`config.mk`:
```
export PLATFORM = sky130hd
export DESIGN_NAME = pgate_ctrl
export DESIGN_NICKNAME = d
export VERILOG_FILES = /design/src/rtl/pgate_pkg.sv /design/src/rtl/pgate_cfg_regs.sv /design/src/rtl/pgate_step_timer.sv /design/src/rtl/pgate_seq.sv /design/src/rtl/pgate_clamp.sv /design/src/rtl/pgate_ctrl.sv
export SDC_FILE = /design/constraint.sdc
export NUM_CORES = 1
export LEC_CHECK = 0
export BUFFER_PORTS_ARGS = -buffer_cell sky130_fd_sc_hd__buf_2
export CAP_MARGIN = 10
export CORE_MARGIN = 3
export CORE_UTILIZATION = 30
export CTS_CLUSTER_SIZE = 24
export DETAILED_ROUTE_END_ITERATION = 12
export MAX_ROUTING_LAYER = met4
export PLACE_DENSITY_LB_ADDON = 0.1
export SETUP_SLACK_MARGIN = 0.02
export SLEW_MARGIN = 10
export SYNTH_ARGS = -nofsm -noshare
export SYNTH_HDL_FRONTEND = slang
export SYNTH_SLANG_ARGS = --single-unit
```
`constraint.sdc`:
```
create_clock -name clk -period 2 [get_ports clk]
set_input_delay 0.6 -clock clk [delete_from_list [all_inputs] [get_ports clk]]
set_output_delay 0.6 -clock clk [all_outputs]
set_load 0.1 [all_outputs]
```
`src/rtl/pgate_pkg.sv`:
```
package pgate_pkg;

    typedef enum logic [1:0] {
        MODE_ACTIVE  = 2'd0,
        MODE_ENTER   = 2'd1,
        MODE_STANDBY = 2'd2,
        MODE_WAKE    = 2'd3
    } pg_mode_e;

    typedef enum logic [2:0] {
        PH_ACTIVE,
        PH_ENT_RST,
        PH_ENT_ISO,
        PH_STANDBY,
        PH_WAKE_PWR,
        PH_WAKE_ISO
    } pg_phase_e;

    typedef struct packed {
        logic pwr_on;
        logic iso;
        logic hold_rst;
    } pg_ctrl_t;

    localparam pg_ctrl_t CTRL_RUN = '{pwr_on: 1'b1, iso: 1'b0, hold_rst: 1'b0};

    localparam logic CFG_SEL_STEP   = 1'b0;
    localparam logic CFG_SEL_SETTLE = 1'b1;

    function automatic pg_mode_e phase_mode(input pg_phase_e ph);
        case (ph)
            PH_ENT_RST, PH_ENT_ISO:   return MODE_ENTER;
            PH_STANDBY:               return MODE_STANDBY;
            PH_WAKE_PWR, PH_WAKE_ISO: return MODE_WAKE;
            default:                  return MODE_ACTIVE;
        endcase
    endfunction

endpackage

```
`src/rtl/pgate_cfg_regs.sv`:
```
module pgate_cfg_regs #(
    parameter int unsigned CNT_W      = 8,
    parameter int unsigned DEF_STEP   = 2,
    parameter int unsigned DEF_SETTLE = 4
) (
    input  logic             clk,
    input  logic             rst,
    input  logic             cfg_we,
    input  logic             cfg_sel,
    input  logic [CNT_W-1:0] cfg_wdata,
    output logic [CNT_W-1:0] step_cnt,
    output logic [CNT_W-1:0] settle_cnt
);
    import pgate_pkg::*;

    localparam logic [CNT_W-1:0] ONE = CNT_W'(1);

    logic [CNT_W-1:0] wr_val;

    // a zero count would stall a step, so it is raised to one
    assign wr_val = (cfg_wdata == '0) ? ONE : cfg_wdata;

    always_ff @(posedge clk) begin
        if (rst) begin
            step_cnt   <= CNT_W'(DEF_STEP);
            settle_cnt <= CNT_W'(DEF_SETTLE);
        end else if (cfg_we) begin
            if (cfg_sel == CFG_SEL_STEP) step_cnt <= wr_val;
            else                         settle_cnt <= wr_val;
        end
    end

endmodule

```
`src/rtl/pgate_step_timer.sv`:
```
module pgate_step_timer #(
    parameter int unsigned CNT_W = 8
) (
    input  logic             clk,
    input  logic             rst,
    input  logic             load,
    input  logic [CNT_W-1:0] load_val,
    output logic             done
);
    localparam logic [CNT_W-1:0] ONE = CNT_W'(1);

    logic [CNT_W-1:0] remain;

    always_ff @(posedge clk) begin
        if (rst)                 remain <= '0;
        else if (load)           remain <= load_val;
        else if (remain != '0)   remain <= remain - ONE;
    end

    assign done = (remain == ONE);

endmodule

```
`src/rtl/pgate_seq.sv`:
```
module pgate_seq #(
    parameter int unsigned CNT_W = 8
) (
    input  logic                  clk,
    input  logic                  rst,
    input  logic                  standby_req,
    input  logic                  wake_evt,
    input  logic                  step_done,
    input  logic [CNT_W-1:0]      step_cnt,
    input  logic [CNT_W-1:0]      settle_cnt,
    output pgate_pkg::pg_ctrl_t   ctrl,
    output pgate_pkg::pg_phase_e  phase,
    output logic                  tmr_load,
    output logic [CNT_W-1:0]      tmr_val
);
    import pgate_pkg::*;

    pg_phase_e nxt_phase;
    pg_ctrl_t  nxt_ctrl;
    logic      wake_pend, nxt_pend;

    always_comb begin
        nxt_phase = phase;
        nxt_ctrl  = ctrl;
        nxt_pend  = wake_pend;
        tmr_load  = 1'b0;
        tmr_val   = step_cnt;
        case (phase)
            PH_ACTIVE: begin
                if (standby_req) begin
                    nxt_phase         = PH_ENT_RST;
                    nxt_ctrl.hold_rst = 1'b1;
                    tmr_load          = 1'b1;
                end
            end
            PH_ENT_RST: begin
                nxt_pend = wake_pend | wake_evt;
                if (step_done) begin
                    nxt_phase    = PH_ENT_ISO;
                    nxt_ctrl.iso = 1'b1;
                    tmr_load     = 1'b1;
                end
            end
            PH_ENT_ISO: begin
                nxt_pend = wake_pend | wake_evt;
                if (step_done) begin
                    nxt_phase       = PH_STANDBY;
                    nxt_ctrl.pwr_on = 1'b0;
                end
            end
            PH_STANDBY: begin
                if (wake_evt || wake_pend) begin
                    nxt_phase       = PH_WAKE_PWR;
                    nxt_ctrl.pwr_on = 1'b1;
                    nxt_pend        = 1'b0;
                    tmr_load        = 1'b1;
                    tmr_val         = settle_cnt;
                end
            end
            PH_WAKE_PWR: begin
                if (step_done) begin
                    nxt_phase    = PH_WAKE_ISO;
                    nxt_ctrl.iso = 1'b0;
                    tmr_load     = 1'b1;
                end
            end
            PH_WAKE_ISO: begin
                if (step_done) begin
                    nxt_phase         = PH_ACTIVE;
                    nxt_ctrl.hold_rst = 1'b0;
                end
            end
            default: begin
                nxt_phase = PH_ACTIVE;
                nxt_ctrl  = CTRL_RUN;
                nxt_pend  = 1'b0;
            end
        endcase
    end

    always_ff @(posedge clk) begin
        if (rst) begin
            phase     <= PH_ACTIVE;
            ctrl      <= CTRL_RUN;
            wake_pend <= 1'b0;
        end else begin
            phase     <= nxt_phase;
            ctrl      <= nxt_ctrl;
            wake_pend <= nxt_pend;
        end
    end

endmodule

```
`src/rtl/pgate_clamp.sv`:
```
module pgate_clamp #(
    parameter int unsigned CORE_W = 8
) (
    input  logic              iso_en,
    input  logic [CORE_W-1:0] raw_in,
    output logic [CORE_W-1:0] held_out
);
    for (genvar b = 0; b < CORE_W; b++) begin : g_bit
        assign held_out[b] = iso_en | raw_in[b];
    end

endmodule

```
`src/rtl/pgate_ctrl.sv`:
```
module pgate_ctrl #(
    parameter int unsigned CORE_W     = 8,
    parameter int unsigned CNT_W      = 8,
    parameter int unsigned DEF_STEP   = 2,
    parameter int unsigned DEF_SETTLE = 4
) (
    input  logic              clk,
    input  logic              rst,
    input  logic              cfg_we,
    input  logic              cfg_sel,
    input  logic [CNT_W-1:0]  cfg_wdata,
    input  logic              standby_req,
    input  logic              wake_evt,
    input  logic [CORE_W-1:0] core_out,
    output logic              core_pwr_on,
    output logic              iso_en,
    output logic              core_rst,
    output logic [1:0]        mode,
    output logic [CORE_W-1:0] core_out_iso
);
    import pgate_pkg::*;

    logic [CNT_W-1:0] step_cnt, settle_cnt, tmr_val;
    logic             tmr_load, step_done;
    pg_ctrl_t         ctrl;
    pg_phase_e        phase;

    pgate_cfg_regs #(
        .CNT_W(CNT_W), .DEF_STEP(DEF_STEP), .DEF_SETTLE(DEF_SETTLE)
    ) u_cfg (
        .clk(clk), .rst(rst), .cfg_we(cfg_we), .cfg_sel(cfg_sel),
        .cfg_wdata(cfg_wdata), .step_cnt(step_cnt), .settle_cnt(settle_cnt)
    );

    pgate_step_timer #(.CNT_W(CNT_W)) u_tmr (
        .clk(clk), .rst(rst), .load(tmr_load), .load_val(tmr_val),
        .done(step_done)
    );

    pgate_seq #(.CNT_W(CNT_W)) u_seq (
        .clk(clk), .rst(rst), .standby_req(standby_req), .wake_evt(wake_evt),
        .step_done(step_done), .step_cnt(step_cnt), .settle_cnt(settle_cnt),
        .ctrl(ctrl), .phase(phase), .tmr_load(tmr_load), .tmr_val(tmr_val)
    );

    pgate_clamp #(.CORE_W(CORE_W)) u_clamp (
        .iso_en(ctrl.iso), .raw_in(core_out), .held_out(core_out_iso)
    );

    assign core_pwr_on = ctrl.pwr_on;
    assign iso_en      = ctrl.iso;
    assign core_rst    = ctrl.hold_rst;
    assign mode        = phase_mode(phase);

endmodule

```
==> results.ini, run 1 <==
[worst_setup_path]
crit_end = mode[1]
r2r-end = u_tmr.remain[1]
rrSetupSlack_ns = 0.21
critPathRequiredTime_ns = 1.40
crit_arrival_ns = 1.29
reg2regPathDepth = 6
cp_max_fo = 12
critPathLaunchType = flop
critPathCaptureType = primary output
critPathKind = flop to primary output
rr_startpoint = u_tmr.remain[0]
crit_start = u_seq.phase[0]

[floorplan]
die_y_um = 82.1
dieArea_um2 = 6740
rows = 27
fp.coreArea_um2 = 5540
ios = 35
chipWidth_um = 82.1
start_util_pct = 31.4

[clock_tree]
htreeDepth = 2
cts_sinks = 31
max-clock-path-buffers = 2
clk_latency_ns = 0.28
cts_buffers = 5
cts_tree = yes
post-cts-setup-buffers = 0
path_clk_slew_ns = 0.07
clockRootBuffer = clkbuf_8

[logic_synthesis]
synth_area_um2 = 1740
yosys_register_bits = 31
yosys-mux-area-fraction_pct = 2.02
synth_nets = 230
synth-compound-area-share_pct = 25.8
synth_warnings = 0
ys_types = 49
syn_area_per_cell_um2 = 8.44
synth_simple_gate_area_share_pct = 28.9
synth-edff-count = 0
synth_xor_area_share_pct = 1.51
synthFlopType = dfxtp_1
synth_fa_ha_area_share_pct = 1.44
ys_async_sr_fraction_pct = 0
synth_seq_area_share_pct = 35.7
synth_top_family_by_area = simple AND/OR/NAND/NOR gates
synthCells = 206

[power]
p_per_area_nw_per_um2 = 1160
p_leak_nw = 0.867
total_power_mw = 2.49
ir_drop_v = 0.000580

[hold_path]
min_from = u_cfg.settle_cnt[5]
min_path_type = flop to flop

[timing]
tns_ns = 0
finalHoldViolations = 0
post-route-period-util_pct = 94.7
fmax_mhz = 528
period_needed_ns = 1.89
rsz0062_at_grt = no
setup_viol = 0
max_slew_margin_pct = 67.8
setup_ws_ns = 0.105
finClkSkew_ns = 0.00652
drv_slew = 0
fin_hold_ws_ns = 0.456
worst_slew_pin_slew_ns = 0.486

[layout]
drive_gt1_share_pct = 34.3
antenna_cells = 0
fin_util_pct = 38.8
final_common_cell = nand2_1
final_cells = 317
area_growth_syn_to_layout_pct = 23.8
final_area_um2 = 2150
final_nets = 268
final_cell_mix = nand2_1, buf_2, dfxtp_1

[detailed_routing]
post_drt_via_cell_ratio = 4.79
wire_per_inst_um = 12.3
ant_nets = 0
firstDrtPassIters = 4
via_count = 1518
route.detailed.drc = 0
wl_mm = 3.90
first_iter_violations = 56

[grt]
antenna_found_initial = 0
grt_use_total_pct = 12.8
grt_pass1_vias = 1406
grt-ovfl-total = 0
grt_first_pass_wirelength_mm = 6.57
grt_max_degree = 18

[placement]
dp_hpwl_mm = 3.01
dp.cells = 309
preCtsSetupSlack_ns = 0.150
gp_congestion = 0.747
portBuffers = 34
dpl_cell_area_um2 = 2040

[flow_run]
cap_violations = 0

[run_status]
outcome = completed

## cell usage after synthesis, drive strengths merged, types with 3 or more instances
master | n | area [µm²]
nand2 | 35 | 134
dfxtp | 31 | 621
a21oi | 21 | 113
buf | 11 | 53.8
o21ai | 8 | 40.0
or2 | 8 | 50.1
a211oi | 7 | 77.6
a221oi | 7 | 98.9
nor2 | 7 | 26.3
and3 | 6 | 37.5
nor3 | 5 | 25.0
inv | 4 | 15.0
nand2b | 4 | 25.0
nor2b | 4 | 25.0
and2 | 3 | 18.8
clkbuf | 3 | 11.3
nand3 | 3 | 15.0
nand3b | 3 | 22.5
nand4 | 3 | 18.8
nor3b | 3 | 22.5
nor4 | 3 | 40.0
## report_power, final
part	leakage, nW	internal [mW]	switching (mW)
Sequential	0.256	0.703	0.107
Clock	0.0515	0.314	0.225
Combinational	0.560	0.405	0.739
## critical path, stage by stage (launching register included)
cell     delay, ns
dfxtp_1       0.38
buf_4         0.19
nand2_1       0.08
o21ai_2       0.16
buf_12        0.19
## area by class of cell
| type | count | area (µm²) |
|---|---|---|
| Fill cell | 574 | 3390 |
| Multi-Input combinational cell | 157 | 1050 |
| Sequential cell | 31 | 623 |
| Timing Repair Buffer | 45 | 274 |
| Clock buffer | 8 | 100 |
| Tap cell | 72 | 90.1 |
| Inverter | 4 | 15.0 |
## cell families (layout without fill, tap and decap cells)
| logic type | Yosys count | after routing |
|---|---|---|
| AND/OR/NAND/NOR | 92 | 92 |
| AO/OA/AOI/OAI | 57 | 57 |
| flip-flops | 31 | 31 |
| buffers and inverters | 18 | 57 |
| XOR/XNOR | 3 | 3 |
| multiplexers | 3 | 3 |
| adder cells (fa/ha/maj) | 2 | 2 |
## timing repair
action | 4_1_cts | 5_1_grt
setup endpoints to repair | 1 | 2
hold buffers | 0 | 0
gates resized for setup | 1 | 2
pin swaps | 0 | 0
## metal layers
layer	GRT usage (%)	up-vias	routed length (µm)
met2	18.6	28	1700
met1	17.5	673	1990
met4	4.49	0	26
met3	2.93	2	187
li1	-	815	-
met5	-	-	0
## how the worst min path moves through the flow
| stage | slack [ns] | endpoint | cells after the start |
|---|---|---|---|
| after floorplan | 0.43 | u_cfg.settle_cnt[1] | 2 |
| after global placement | 0.45 | u_cfg.settle_cnt[1] | 2 |
| after detailed placement | 0.45 | u_cfg.settle_cnt[1] | 2 |
| after CTS | 0.46 | u_cfg.settle_cnt[5] | 2 |
| after global routing | 0.47 | u_cfg.settle_cnt[1] | 2 |
| final | 0.46 | u_cfg.settle_cnt[5] | 2 |
## state kept, by name, summed over array words and instances (netlist names)
name,flops
u_cfg.settle_cnt,8
u_cfg.step_cnt,8
u_tmr.remain,8
u_seq.ctrl,3
u_seq.phase,3
u_seq.wake_pend,1
Power figures use the tool's default switching activity.
==> run 2, diff against run 1 <==
--- a/config.mk
+++ b/config.mk
@@ -13,6 +13,7 @@
 export DETAILED_ROUTE_END_ITERATION = 12
 export MAX_ROUTING_LAYER = met4
 export PLACE_DENSITY_LB_ADDON = 0.1
+export RECOVER_POWER = 25
 export SETUP_SLACK_MARGIN = 0.02
 export SLEW_MARGIN = 10
 export SYNTH_ARGS = -nofsm -noshare
==> run 2 against run 1 <==
  * Hold slack is essentially flat
  * Routed wire length grew 0.23%
  * Via count rose by 0.13%
  * Sequential share of layout area increased by 0.084 points
  * Clock-buffer cell count did not move
  * Critical path depth unchanged
  * Clock skew is the same
  * Critical endpoint unchanged
  * Largest power group unchanged
==> results.ini, run 2 (same netlist as run 1, synthesis figures left out) <==
[floorplan]
chipWidth_um = 82.1  ; unchanged
ios = 35  ; unchanged
start_util_pct = 31.4  ; unchanged
fp.coreArea_um2 = 5540  ; unchanged
die_y_um = 82.1  ; unchanged
rows = 27  ; unchanged
dieArea_um2 = 6740  ; unchanged

[worst_setup_path]
crit_start = u_seq.phase[0]  ; unchanged
critPathCaptureType = primary output  ; unchanged
critPathLaunchType = flop  ; unchanged
reg2regPathDepth = 6  ; unchanged
rrSetupSlack_ns = 0.21  ; about the same
critPathKind = flop to primary output  ; unchanged
critPathRequiredTime_ns = 1.40  ; about the same
rr_startpoint = u_tmr.remain[0]  ; unchanged
cp_max_fo = 12  ; unchanged
r2r-end = u_tmr.remain[1]  ; unchanged
crit_arrival_ns = 1.29  ; about the same

[layout]
drive_gt1_share_pct = 33.1  ; was 34.3%
fin_util_pct = 38.7  ; was 38.8%
n_fill_cell = 577  ; was 574
final_cell_mix = nand2_1, buf_2, dfxtp_1  ; unchanged
final_nets = 268  ; unchanged
final_common_cell = nand2_1  ; unchanged
antenna_cells = 0  ; unchanged
final_cells = 317  ; unchanged
reg.largest.list = u_cfg.settle_cnt x8, u_cfg.step_cnt x8, u_tmr.remain x8  ; unchanged
area_growth_syn_to_layout_pct = 23.4  ; was 23.8%

[power]
p_comb_share_pct = 45.9  ; about the same
netSwitchingPower_mw = 1.07  ; about the same
ir_drop_v = 0.000580  ; about the same
total_power_mw = 2.49  ; about the same
clkPwrFrac_pct = 21.6  ; about the same
p_seq_share_pct = 32.5  ; about the same
internal-power_mw = 1.42  ; about the same
p_leak_nw = 0.857  ; was 0.867 nW
p_per_area_nw_per_um2 = 1160  ; about the same
switching_share_pct = 43.0  ; about the same

[timing]
worst_slew_pin_slew_ns = 0.486  ; unchanged
setup_viol = 0  ; unchanged
rsz0062_at_grt = no  ; unchanged
drv_slew = 0  ; unchanged
fmax_mhz = 528  ; unchanged
post-route-period-util_pct = 94.7  ; unchanged
max_slew_margin_pct = 67.8  ; unchanged
tns_ns = 0  ; unchanged
finalHoldViolations = 0  ; unchanged
period_needed_ns = 1.89  ; unchanged
finClkSkew_ns = 0.00652  ; unchanged

[placement]
dp_hpwl_mm = 3.01  ; unchanged
dp.cells = 309  ; unchanged
portBuffers = 34  ; unchanged
gp_congestion = 0.747  ; unchanged

[clock_tree]
post-cts-setup-buffers = 0  ; unchanged
clockRootBuffer = clkbuf_8  ; unchanged
cts_tree = yes  ; unchanged
clk_latency_ns = 0.28  ; about the same
htreeDepth = 2  ; unchanged
path_clk_slew_ns = 0.07  ; about the same
cts_sinks = 31  ; unchanged
cts_buffers = 5  ; unchanged
cts_hold_buf = 0  ; unchanged
max-clock-path-buffers = 2  ; unchanged

[detailed_routing]
wl_mm = 3.91  ; was 3.90 mm
post_drt_via_cell_ratio = 4.79  ; about the same
first_iter_violations = 56  ; unchanged
via_count = 1520  ; was 1518
firstDrtPassIters = 4  ; unchanged
route.detailed.drc = 0  ; unchanged
wire_per_inst_um = 12.3  ; about the same
ant_nets = 0  ; unchanged

[grt]
grt_use_total_pct = 12.8  ; unchanged
grt_first_pass_wirelength_mm = 6.57  ; unchanged
grt-ovfl-total = 0  ; unchanged
grt_max_degree = 18  ; unchanged
antenna_found_initial = 0  ; unchanged
grt_pass1_vias = 1406  ; unchanged

[hold_path]
min_path_type = flop to flop  ; unchanged
holdPathStages = 2  ; unchanged
min_from = u_cfg.settle_cnt[5]  ; unchanged
worstHoldEndpoint = u_cfg.settle_cnt[5]  ; unchanged

[flow_run]
cap_violations = 0  ; unchanged

[run_status]
outcome = completed  ; unchanged

run 2: cell count changes in the layout (fill, tap and decap cells not counted), sizes merged:
cell and change:
buf -3, clkbuf +3
run 2: how the worst max path moves through the flow:
| stage | to | slack [ns] | cells after the start |
|---|---|---|---|
| floorplan | mode[1] | 0.08 | 3 |
| global placement | core_out_iso[1] | 0.15 | 3 |
| detailed placement | core_out_iso[7] | 0.15 | 3 |
| CTS | mode[1] | 0.07 | 4 |
| global route | mode[1] | 0.02 | 4 |
| finish | mode[1] | 0.11 | 4 |
run 2: final cells by class:
| type | count | area, µm² | area share, % |
|---|---|---|---|
| inverters | 4 | 15.0 | 0.700 |
| clock buffers | 8 | 100 | 4.67 |
| well taps | 72 | 90.1 | 4.20 |
| flip-flops and latches | 31 | 623 | 29.1 |
| multi-input cells | 157 | 1050 | 48.9 |
| repair buffers | 45 | 268 | 12.5 |
run 2: metal layers:
| layer | up-vias | wire (µm) | GRT usage, % |
|---|---|---|---|
| li1 | 815 | - | - |
| met1 | 675 | 1990 | 17.5 |
| met5 | - | 0 | - |
| met4 | 0 | 26 | 4.49 |
| met3 | 2 | 189 | 2.93 |
| met2 | 28 | 1700 | 18.6 |
run 2: repair_timing:
item | CTS | global route
resized for setup | 1 | 2
gates cloned | 0 | 0
endpoints found under the setup margin | 1 | 2
run 2: through the flow:
| stage | instance area (µm²) | setup slack (ns) | hold slack [ns] |
|---|---|---|---|
| 2_1_floorplan | 1750 | 0.0848 | 0.432 |
| 3_3_place_gp | 2040 | 0.154 | 0.445 |
| 3_5_place_dp | 2040 | 0.150 | 0.450 |
| 4_1_cts | 2150 | 0.0663 | 0.463 |
| 5_1_grt | 2140 | 0.0210 | 0.469 |
| 6_report | 2140 | 0.105 | 0.456 |
run 2: worst max-delay path, cell delays in order, from the launching register on:
cell	delay, ns
dfxtp_1	0.38
buf_4	0.19
nand2_1	0.08
o21ai_2	0.16
buf_12	0.19
run 2: power groups by stage:
stage | logic [mW] | registers (mW) | clock network, mW
after CTS | 1.15 | 0.810 | 0.568
after global placement | 1.15 | 0.824 | 0
after floorplan | 0.888 | 0.868 | 0
final | 1.14 | 0.810 | 0.539
after detailed placement | 1.15 | 0.823 | 0
after global routing | 1.24 | 0.827 | 0.592
==> run 3, diff against run 2 <==
==> constraint.sdc (replaced) <==
create_clock -name clk -period 1.9 [get_ports clk]
set_input_delay 0.57 -clock clk [delete_from_list [all_inputs] [get_ports clk]]
set_output_delay 0.57 -clock clk [all_outputs]
set_load 0.1 [all_outputs]
==> run 3 against run 2 <==
  * Total power increased by 6.2%
  * Non-clock buffer count rose by 6
  * Clock skew grew 0.0042 ns
  * Cell area grew 3.2%
  * First-iteration DRC count is 45% higher
  * Hold slack better by 0.0039 ns
  * Global-route usage grew 1.3 points
  * Core utilization rose by 1.2 points
  * Critical path type unchanged
  * Critical endpoint unchanged
  * Largest cell class unchanged
  * Largest power group unchanged
  * Highest routed layer unchanged
==> results.ini, run 3 (same netlist as run 1, synthesis figures left out) <==
[run_status]
outcome = completed  ; unchanged

[grt]
antenna_found_initial = 0  ; unchanged
grt_use_total_pct = 14.1  ; was 12.8%
grt_first_pass_wirelength_mm = 7.09  ; was 6.57 mm
grt-ovfl-total = 0  ; unchanged
grt_max_degree = 23  ; was 18
grt_pass1_vias = 1491  ; was 1406

[worst_setup_path]
max_stage_delay_ns = 0.38  ; about the same
crit_start = u_seq.phase[0]  ; unchanged
critPathKind = flop to primary output  ; unchanged
crit_chain = buf_6 > nand2_1 > o21ai_2 > buf_12  ; was buf_4 > nand2_1 > o21ai_2 > buf_12
crit_arrival_ns = 1.25  ; was 1.29 ns
slowest_stage = dfxtp_2  ; was dfxtp_1
critPathBufInv = 2  ; unchanged
cp_max_fo = 11  ; was 12
rr_startpoint = u_tmr.remain[0]  ; unchanged
critPathRequiredTime_ns = 1.33  ; was 1.40 ns
critPathLaunchType = flop  ; unchanged
critPathCaptureType = primary output  ; unchanged
crit_family = flip-flops  ; unchanged

[clock_tree]
cts_tree = yes  ; unchanged
max-clock-path-buffers = 2  ; unchanged
path_clk_slew_ns = 0.07  ; about the same
clk_latency_ns = 0.29  ; was 0.28 ns
cts_buffers = 5  ; unchanged
htreeDepth = 2  ; unchanged
clockRootBuffer = clkbuf_8  ; unchanged
post-cts-setup-buffers = 0  ; unchanged
cts_sinks = 31  ; unchanged

[detailed_routing]
via_count = 1584  ; was 1520
firstDrtPassIters = 4  ; unchanged
route.detailed.drc = 0  ; unchanged
wire_per_inst_um = 12.7  ; was 12.3 µm
first_iter_violations = 81  ; was 56
wl_mm = 4.11  ; was 3.91 mm
post_drt_via_cell_ratio = 4.90  ; was 4.79
ant_nets = 0  ; unchanged

[placement]
gp_congestion = 0.761  ; was 0.747
portBuffers = 34  ; unchanged
dp.cells = 315  ; was 309
dp_hpwl_mm = 3.13  ; was 3.01 mm
dpl_cell_area_um2 = 2100  ; was 2040 µm²
preCtsSetupSlack_ns = 0.110  ; was 0.150 ns

[timing]
fin_hold_ws_ns = 0.460  ; was 0.456 ns
post-route-period-util_pct = 95.6
tns_ns = 0  ; unchanged
setup_ws_ns = 0.0834  ; was 0.105 ns
finClkSkew_ns = 0.0107  ; was 0.00652 ns
worst_slew_pin_slew_ns = 1.08  ; was 0.486 ns
finalHoldViolations = 0  ; unchanged
rsz0062_at_grt = no  ; unchanged
setup_viol = 0  ; unchanged
fmax_mhz = 550
drv_slew = 0  ; unchanged
period_needed_ns = 1.82
max_slew_margin_pct = 28.0  ; was 67.8%

[power]
p_comb_share_pct = 48.2  ; was 45.9%
switching_share_pct = 44.0  ; was 43.0%
ir_drop_v = 0.000550  ; was 0.000580 V
p_seq_share_pct = 32.5  ; about the same
netSwitchingPower_mw = 1.16  ; was 1.07 mW
p_leak_nw = 0.891  ; was 0.857 nW
internal-power_mw = 1.48  ; was 1.42 mW
total_power_mw = 2.65  ; was 2.49 mW
p_per_area_nw_per_um2 = 1200  ; was 1160 nW/µm²
clkPwrFrac_pct = 19.3  ; was 21.6%

[layout]
final_cell_mix = nand2_1, buf_2, dfxtp_1  ; unchanged
final_common_cell = nand2_1  ; unchanged
reg.largest.list = u_cfg.settle_cnt x8, u_cfg.step_cnt x8, u_tmr.remain x8  ; unchanged
n_fill_cell = 585  ; was 577
fin_util_pct = 40.0  ; was 38.7%
final_area_um2 = 2210  ; was 2140 µm²
antenna_cells = 0  ; unchanged
final_nets = 274  ; was 268
final_cells = 323  ; was 317
area_growth_syn_to_layout_pct = 27.4  ; was 23.4%
drive_gt1_share_pct = 37.1  ; was 33.1%

[hold_path]
min_path_type = flop to flop  ; unchanged
min_from = u_cfg.settle_cnt[5]  ; unchanged

[floorplan]
chipWidth_um = 82.1  ; unchanged
fp.coreArea_um2 = 5540  ; unchanged
ios = 35  ; unchanged
rows = 27  ; unchanged
die_y_um = 82.1  ; unchanged
dieArea_um2 = 6740  ; unchanged
start_util_pct = 31.4  ; unchanged

[flow_run]
cap_violations = 0  ; unchanged

-- run 3: cell types whose count changed in the layout (fill, tap and decap cells not counted), sizes merged --
cell	change
clkbuf	-2
buf	+6
clkinvlp	+1
clkinv	+1
-- run 3: routing by layer --
layer	up-vias	track usage [%]	share of wire [%]
met5	-	-	0
met4	0	5.48	1.3
met2	33	20.1	43
met1	712	19.3	51
met3	4	3.25	4.7
li1	835	-	-
-- run 3: cell type report --
type / count / area, µm² / area share (%)
Inverter: 4 / 15.0 / 0.678
Sequential cell: 31 / 626 / 28.3
Tap cell: 72 / 90.1 / 4.07
Clock buffer: 6 / 72.6 / 3.28
Timing Repair Buffer: 51 / 329 / 14.9
Multi-Input combinational cell: 157 / 1070 / 48.3
Clock inverter: 2 / 12.5 / 0.565
-- run 3: power by group through the flow --
stage / combinational (mW) / clock [mW] / sequential [mW]
2_1_floorplan: 0.935 / 0 / 0.914
3_3_place_gp: 1.27 / 0 / 0.870
3_5_place_dp: 1.27 / 0 / 0.870
4_1_cts: 1.27 / 0.531 / 0.857
5_1_grt: 1.39 / 0.566 / 0.880
6_report: 1.28 / 0.510 / 0.860
-- run 3: final timing paths --
check / endpoint / slack, ns / depth (start not counted)
worst max-delay path: mode[1] / 0.08 / 4
worst min-delay path: u_cfg.settle_cnt[5] / 0.46 / 2
worst max register to register: u_seq.ctrl[2] / 0.21 / 6
worst min register to register: u_cfg.settle_cnt[5] / 0.46 / 2
-- run 3: worst register-to-register path: cells and delay by family, from the launching register on --
family                   cells  cell delay [ns]
AO/OA/AOI/OAI                1             0.31
adder cells (fa/ha/maj)      1             0.17
buffers and inverters        1             0.14
flip-flops                   1             0.41
AND/OR/NAND/NOR              3             0.57
-- run 3: what timing repair did --
action                                  in CTS  in global routing
gates cloned                                 0                  0
hold buffers                                 0                  0
endpoints found under the hold margin        0                  0
endpoints found under the setup margin       2                  4
resized for setup                            3                  7
